### config.mk
export PLATFORM = sky130hd
export DESIGN_NAME = hostbus_fifo_if
export DESIGN_NICKNAME = d
export VERILOG_FILES = /design/src/rtl/hbf_pkg.sv /design/src/rtl/hbf_fifo.sv /design/src/rtl/hbf_decode.sv /design/src/rtl/hbf_softrst.sv /design/src/rtl/hostbus_fifo_if.sv
export SDC_FILE = /design/constraint.sdc
export NUM_CORES = 1
export LEC_CHECK = 0
export BUFFER_PORTS_ARGS = -buffer_cell sky130_fd_sc_hd__clkbuf_2
export CAP_MARGIN = 5
export CORE_MARGIN = 2
export CORE_UTILIZATION = 57
export CTS_CLUSTER_DIAMETER = 120
export CTS_CLUSTER_SIZE = 24
export DETAILED_ROUTE_END_ITERATION = 12
export PLACE_DENSITY = 0.76
export SYNTH_ARGS = -nofsm -noshare
export SYNTH_HDL_FRONTEND = slang
export SYNTH_SLANG_ARGS = --single-unit
export TNS_END_PERCENT = 30
### constraint.sdc
create_clock -name clk -period 3.2 [get_ports clk]
set_clock_uncertainty 0.2 [all_clocks]
set_input_delay 0.48 -clock clk [delete_from_list [all_inputs] [get_ports clk]]
set_output_delay 0.48 -clock clk [all_outputs]
set_load 0.005 [all_outputs]
### src/rtl/hbf_pkg.sv
package hbf_pkg;
    localparam int ST_IN_EMPTY  = 0;
    localparam int ST_IN_FULL   = 1;
    localparam int ST_OUT_EMPTY = 2;
    localparam int ST_OUT_FULL  = 3;
    localparam int ST_USED_BITS = 4;

    typedef struct packed {
        logic data_wr;
        logic data_rd;
        logic ctrl_wr;
        logic ctrl_rd;
    } hbf_hit_t;
endpackage

### src/rtl/hbf_fifo.sv
module hbf_fifo #(
    parameter int W     = 8,
    parameter int DEPTH = 4
) (
    input  logic         clk,
    input  logic         rst_n,
    input  logic         flush,
    input  logic         push,
    input  logic [W-1:0] push_data,
    input  logic         pop,
    output logic [W-1:0] head,
    output logic         empty,
    output logic         full
);
    localparam int AW = (DEPTH > 1) ? $clog2(DEPTH) : 1;
    localparam int CW = $clog2(DEPTH + 1);
    localparam logic [AW-1:0] LAST = AW'(DEPTH - 1);
    localparam logic [CW-1:0] CAP  = CW'(DEPTH);

    typedef struct packed {
        logic [DEPTH-1:0][W-1:0] mem;
        logic [AW-1:0]           wp;
        logic [AW-1:0]           rp;
        logic [CW-1:0]           cnt;
    } fifo_st_t;

    fifo_st_t st_d, st_q;
    logic     do_push, do_pop;

    always_comb begin
        st_d    = st_q;
        do_push = push && (st_q.cnt != CAP);
        do_pop  = pop && (st_q.cnt != '0);
        if (flush) begin
            st_d.wp  = '0;
            st_d.rp  = '0;
            st_d.cnt = '0;
        end else begin
            if (do_push) begin
                st_d.mem[st_q.wp] = push_data;
                st_d.wp = (st_q.wp == LAST) ? '0 : st_q.wp + 1'b1;
            end
            if (do_pop) begin
                st_d.rp = (st_q.rp == LAST) ? '0 : st_q.rp + 1'b1;
            end
            st_d.cnt = st_q.cnt + CW'(do_push) - CW'(do_pop);
        end
    end

    always_ff @(posedge clk) begin
        if (!rst_n) st_q <= '0;
        else        st_q <= st_d;
    end

    assign head  = st_q.mem[st_q.rp];
    assign empty = (st_q.cnt == '0);
    assign full  = (st_q.cnt == CAP);
endmodule

### src/rtl/hbf_decode.sv
module hbf_decode
    import hbf_pkg::*;
#(
    parameter int              ADDR_W    = 10,
    parameter logic [ADDR_W-1:0] DATA_ADDR = 10'h300,
    parameter logic [ADDR_W-1:0] CTRL_ADDR = 10'h301
) (
    input  logic [ADDR_W-1:0] bus_addr,
    input  logic              bus_aen,
    input  logic              bus_wr,
    input  logic              bus_rd,
    output hbf_hit_t          hit
);
    logic sel_data, sel_ctrl;

    always_comb begin
        sel_data    = !bus_aen && (bus_addr == DATA_ADDR);
        sel_ctrl    = !bus_aen && (bus_addr == CTRL_ADDR);
        hit.data_wr = sel_data && bus_wr;
        hit.data_rd = sel_data && bus_rd;
        hit.ctrl_wr = sel_ctrl && bus_wr;
        hit.ctrl_rd = sel_ctrl && bus_rd;
    end
endmodule

### src/rtl/hbf_softrst.sv
module hbf_softrst #(
    parameter int CYCLES = 4
) (
    input  logic clk,
    input  logic rst_n,
    input  logic trigger,
    output logic active
);
    localparam int CW = $clog2(CYCLES + 1);
    localparam logic [CW-1:0] LOAD = CW'(CYCLES);

    typedef struct packed {
        logic [CW-1:0] cnt;
    } rst_st_t;

    rst_st_t st_d, st_q;

    always_comb begin
        st_d = st_q;
        if (trigger)              st_d.cnt = LOAD;
        else if (st_q.cnt != '0)  st_d.cnt = st_q.cnt - 1'b1;
    end

    always_ff @(posedge clk) begin
        if (!rst_n) st_q <= '0;
        else        st_q <= st_d;
    end

    assign active = (st_q.cnt != '0);
endmodule

### src/rtl/hostbus_fifo_if.sv
module hostbus_fifo_if
    import hbf_pkg::*;
#(
    parameter int              ADDR_W     = 10,
    parameter int              DATA_W     = 8,
    parameter int              DEPTH      = 4,
    parameter int              RST_CYCLES = 4,
    parameter logic [ADDR_W-1:0] DATA_ADDR  = 10'h300,
    parameter logic [ADDR_W-1:0] CTRL_ADDR  = 10'h301
) (
    input  logic              clk,
    input  logic              rst_n,
    input  logic [ADDR_W-1:0] bus_addr,
    input  logic              bus_aen,
    input  logic              bus_wr,
    input  logic              bus_rd,
    input  logic [DATA_W-1:0] bus_wdata,
    output logic [DATA_W-1:0] bus_rdata,
    output logic              bus_rdata_oe,
    output logic              soft_rst_out,
    input  logic              in_rd_en,
    output logic [DATA_W-1:0] in_rd_data,
    output logic              in_empty,
    output logic              in_full,
    input  logic              out_wr_en,
    input  logic [DATA_W-1:0] out_wr_data,
    output logic              out_empty,
    output logic              out_full
);
    hbf_hit_t          hit;
    logic              flush;
    logic [DATA_W-1:0] out_head;
    logic [DATA_W-1:0] status;

    hbf_decode #(
        .ADDR_W   (ADDR_W),
        .DATA_ADDR(DATA_ADDR),
        .CTRL_ADDR(CTRL_ADDR)
    ) u_dec (
        .bus_addr(bus_addr),
        .bus_aen (bus_aen),
        .bus_wr  (bus_wr),
        .bus_rd  (bus_rd),
        .hit     (hit)
    );

    hbf_softrst #(.CYCLES(RST_CYCLES)) u_srst (
        .clk    (clk),
        .rst_n  (rst_n),
        .trigger(hit.ctrl_wr),
        .active (soft_rst_out)
    );

    assign flush = hit.ctrl_wr || soft_rst_out;

    hbf_fifo #(.W(DATA_W), .DEPTH(DEPTH)) u_infifo (
        .clk      (clk),
        .rst_n    (rst_n),
        .flush    (flush),
        .push     (hit.data_wr),
        .push_data(bus_wdata),
        .pop      (in_rd_en),
        .head     (in_rd_data),
        .empty    (in_empty),
        .full     (in_full)
    );

    hbf_fifo #(.W(DATA_W), .DEPTH(DEPTH)) u_outfifo (
        .clk      (clk),
        .rst_n    (rst_n),
        .flush    (flush),
        .push     (out_wr_en),
        .push_data(out_wr_data),
        .pop      (hit.data_rd),
        .head     (out_head),
        .empty    (out_empty),
        .full     (out_full)
    );

    always_comb begin
        status               = '0;
        status[ST_IN_EMPTY]  = in_empty;
        status[ST_IN_FULL]   = in_full;
        status[ST_OUT_EMPTY] = out_empty;
        status[ST_OUT_FULL]  = out_full;
    end

    always_comb begin
        bus_rdata    = '0;
        bus_rdata_oe = hit.data_rd || hit.ctrl_rd;
        if (hit.data_rd) bus_rdata = out_empty ? '0 : out_head;
        else if (hit.ctrl_rd) bus_rdata = status;
    end
endmodule

==> results.md <==
* Status: finished clean
* Pwr/cell area at 514 nW/µm²
* Ys Warns at 0
* Hold_sp: in_rd_en
* Achievable Freq at 367 MHz
* Met3 wire length at 373 µm
* Place WS at 0.327 ns
* LEAKAGE at 1.99 nW
* Remaining Overflow, GRT at 0
* Uppermost layer routed: met4
* Slew HR at 54.9%
* WHS Path Cells at 3
* Origin of the critical flop-to-flop path: u_outfifo.st_q[1]
* Clk pwr share at 31.7%
* Peak supply drop at 363 µV
* Sw power at 0.671 mW
* Reg2reg end: u_outfifo.st_q[2]
* Sequential area share after synthesis at 41.1%
* Hold/Removal Path Class: in2reg
* Vias in the first global route at 2754
* Share of power burned in registers at 48.4%
* Syn_nets at 444
* Hold worst-path end: u_infifo.st_q[4]
* CTS tree: done
* First-pass GRT wire length at 12600 µm
* Min Tclk post-route at 2.72 ns
* CTS Hold Bufs at 0
* CORE AREA at 6760 µm²
* Avg WL per Cell at 14.6 µm
* Skew-Pair Late Insertion Delay at 0.36 ns
* Final HPWL DP at 5450 µm
* Fin Hold WS at 0.190 ns
* Worst-margin pin slew at 0.675 ns
* H-tree depth at 3
* Cells after synthesis at 392
* Die H at 87.2 µm
* Cts bufs inserted at 9
* Endpoints failing hold at 0
* CTS root buf: clkbuf_8
* # resized after CTS at 0
* Worst EP required at 2.52 ns
* Final setup viols at 0
* Clock sinks at 81
* First drt pass iteration count at 4
* Total track usage at 21.6%
* Post-route cell area at 4480 µm²
* Synth cell types at 32
* Crit path DAT at 2.04 ns
* DRC Markers at 0
* Max clock buf depth at 2
* Clk pin slew, worst setup/hold paths at 0.08 ns
* Sw frac at 29.1%
* Area grow syn2layout at 13.7%
* Io pins at 55
* Final worst-path setup slack at 0.475 ns
* Worst reg2reg setup slack at 0.65 ns
* Worst Path Class, Setup: reg2out
* Placed inst area at 4300 µm²
* Crit start category: flop
* Routability cong. at 0.798
* Avg Inst Size Synth at 10.1 µm²
* WL final at 7730 µm
* Input/output buffers at 54
* Worst Path Max Fanout at 11
* Setup Buffers After CTS at 0
* ANT cells at 0
* Setup TNS at 0 ns
* Starting density of the core at 58.4%
* Worst Reg2Reg Path Length in Cells at 13
* Met1 Routed Length at 3610 µm
* P_int at 1.63 mW
* Antenna violations before repair at 0
* Fin nets at 497
* Vias per cell at 5.39
* Fillers at 519
* Vias at 2855
* Max cap viols at 0
* Number of core rows at 30
* Overall die width at 87.2 µm
* Post-DRT Antenna Nets at 0
* RSZ-0062 raised after global routing: no
* Met2 routed WL at 3640 µm
* Die area at 7600 µm²
* Synth Register Bits at 81
* Pin count of the biggest net entering global routing at 42
* Drt first-iter violations at 151
* Final period utilization at 85.2%
* Synth Cell Area at 3940 µm²
* CP endpoint kind: output port
* Combinational fraction of design power at 19.9%
* Pins Over Slew Limit at 0
* Share of cells above drive strength 1 at 23.1%
cell families (layout without fill, tap and decap cells):
family                     after synthesis  after routing  share of synthesized area (%)
xor gates and xnor gates                 5              5                           1.11
adders and majority gates               19             19                           6.41
buffers and inverters                   42            100                           4.09
and+or+nand+nor                        150            150                           19.4
AOI/OAI and AO/OA                       11             11                           1.52
DFF                                     81             81                           41.1
muxes                                   84             84                           26.4
routing by layer:
metal  global-route usage, %  vias to the layer above
li1                        -                     1439
met1                    30.0                     1341
met2                    33.7                       66
met3                    3.89                        9
met4                    8.39                        0
met5                       0                        -
layout by cell type, fill, tap and decap left out, types with 2 or more instances in the layout:
cell type / Yosys / routed
nor2_1: 15 / 15
inv_1: 25 / 25
or3b_2: 2 / 2
fa_1: 2 / 2
clkbuf_2: 0 / 54
nand4_2: 4 / 4
mux4_2: 16 / 16
xnor2_1: 3 / 3
and4b_1: 2 / 2
ha_1: 17 / 17
xor2_1: 2 / 2
dfxtp_1: 81 / 81
nor2_4: 4 / 4
a21oi_1: 6 / 6
nand3_1: 7 / 7
clkbuf_8: 0 / 9
buf_4: 0 / 4
a21boi_0: 2 / 2
nand2_1: 95 / 95
and2_1: 2 / 2
o21ai_0: 3 / 3
clkbuf_1: 14 / 2
mux2i_1: 68 / 68
clkinv_2: 0 / 2
and3_1: 6 / 6
or3_1: 4 / 4
worst max-delay path, stage by stage (launching register included):
cell and delay (ns):
dfxtp_1 0.75, mux4_2 0.58, nand3_1 0.13, o21ai_0 0.11, clkbuf_2 0.12
synthesized netlist by cell type:
cell type   n  area share, %
and2_1      2           0.32
nor4b_2     1           0.38
and3_1      6           0.95
o21ai_0     3           0.38
xnor2_1     3           0.67
mux4_2     16            9.1
nor3b_1     1           0.19
buf_2       3           0.38
xor2_1      2           0.44
nand3_1     7           0.89
nor4_4      1           0.54
mux2i_1    68             17
nor2_1     15            1.4
fa_1        2            1.0
nand4_2     4            1.3
and2_0      1           0.16
ha_1       17            5.4
a21oi_1     6           0.76
nand3_2     1           0.25
inv_1      25            2.4
and4b_1     2           0.51
and4bb_2    1           0.32
or3_1       4           0.63
nor4b_1     1           0.22
nor3_1      1           0.13
nand2_1    95            9.0
clkbuf_1   14            1.3
or3b_2      2           0.44
nand4_4     1           0.54
a21boi_0    2           0.38
dfxtp_1    81             41
nor2_4      4            1.1
metrics by stage:
| stage | utilization, % | total power, mW | cells |
|---|---|---|---|
| floorplan | - | 1.46 | 392 |
| global placement | 63.6 | 1.58 | 514 |
| detailed placement | 63.6 | 1.60 | 514 |
| CTS | 66.4 | 2.32 | 530 |
| global route | 66.4 | 2.42 | 530 |
| finish | 66.4 | 2.30 | 530 |
power groups by stage:
stage	registers, mW	clock network, mW	logic, mW
6_report	1.12	0.730	0.459
2_1_floorplan	1.12	0	0.339
3_5_place_dp	1.14	0	0.462
4_1_cts	1.12	0.745	0.464
5_1_grt	1.12	0.784	0.517
3_3_place_gp	1.13	0	0.447
how the worst max path moves through the flow:
stage                                   end  cells past startpoint  slack [ns]               from
after floorplan           u_outfifo.st_q[2]                     13        0.36        bus_addr[1]
after global placement    u_outfifo.st_q[2]                     13        0.38        bus_addr[1]
after detailed placement  u_outfifo.st_q[2]                     13        0.33        bus_addr[1]
after CTS                      bus_rdata[0]                      4        0.44  u_outfifo.st_q[3]
after global routing           bus_rdata[0]                      4        0.35  u_outfifo.st_q[3]
final                          bus_rdata[0]                      4        0.48  u_outfifo.st_q[3]
registers in the layout, indices dropped and copies added, names as in the netlist:
signal and cells:
u_outfifo.st_q 39, u_srst.st_q 3, u_infifo.st_q 39
layout make-up:
cell class	instances	area, µm²	share of cell area (%)
clock buffers	11	131	2.93
clock inverters	5	56.3	1.26
inverters	25	93.8	2.09
multi-input cells	269	2160	48.2
flip-flops and latches	81	1620	36.2
well taps	80	100	2.23
repair buffers	59	320	7.14
No activity file was read; power rests on OpenSTA's default activity.
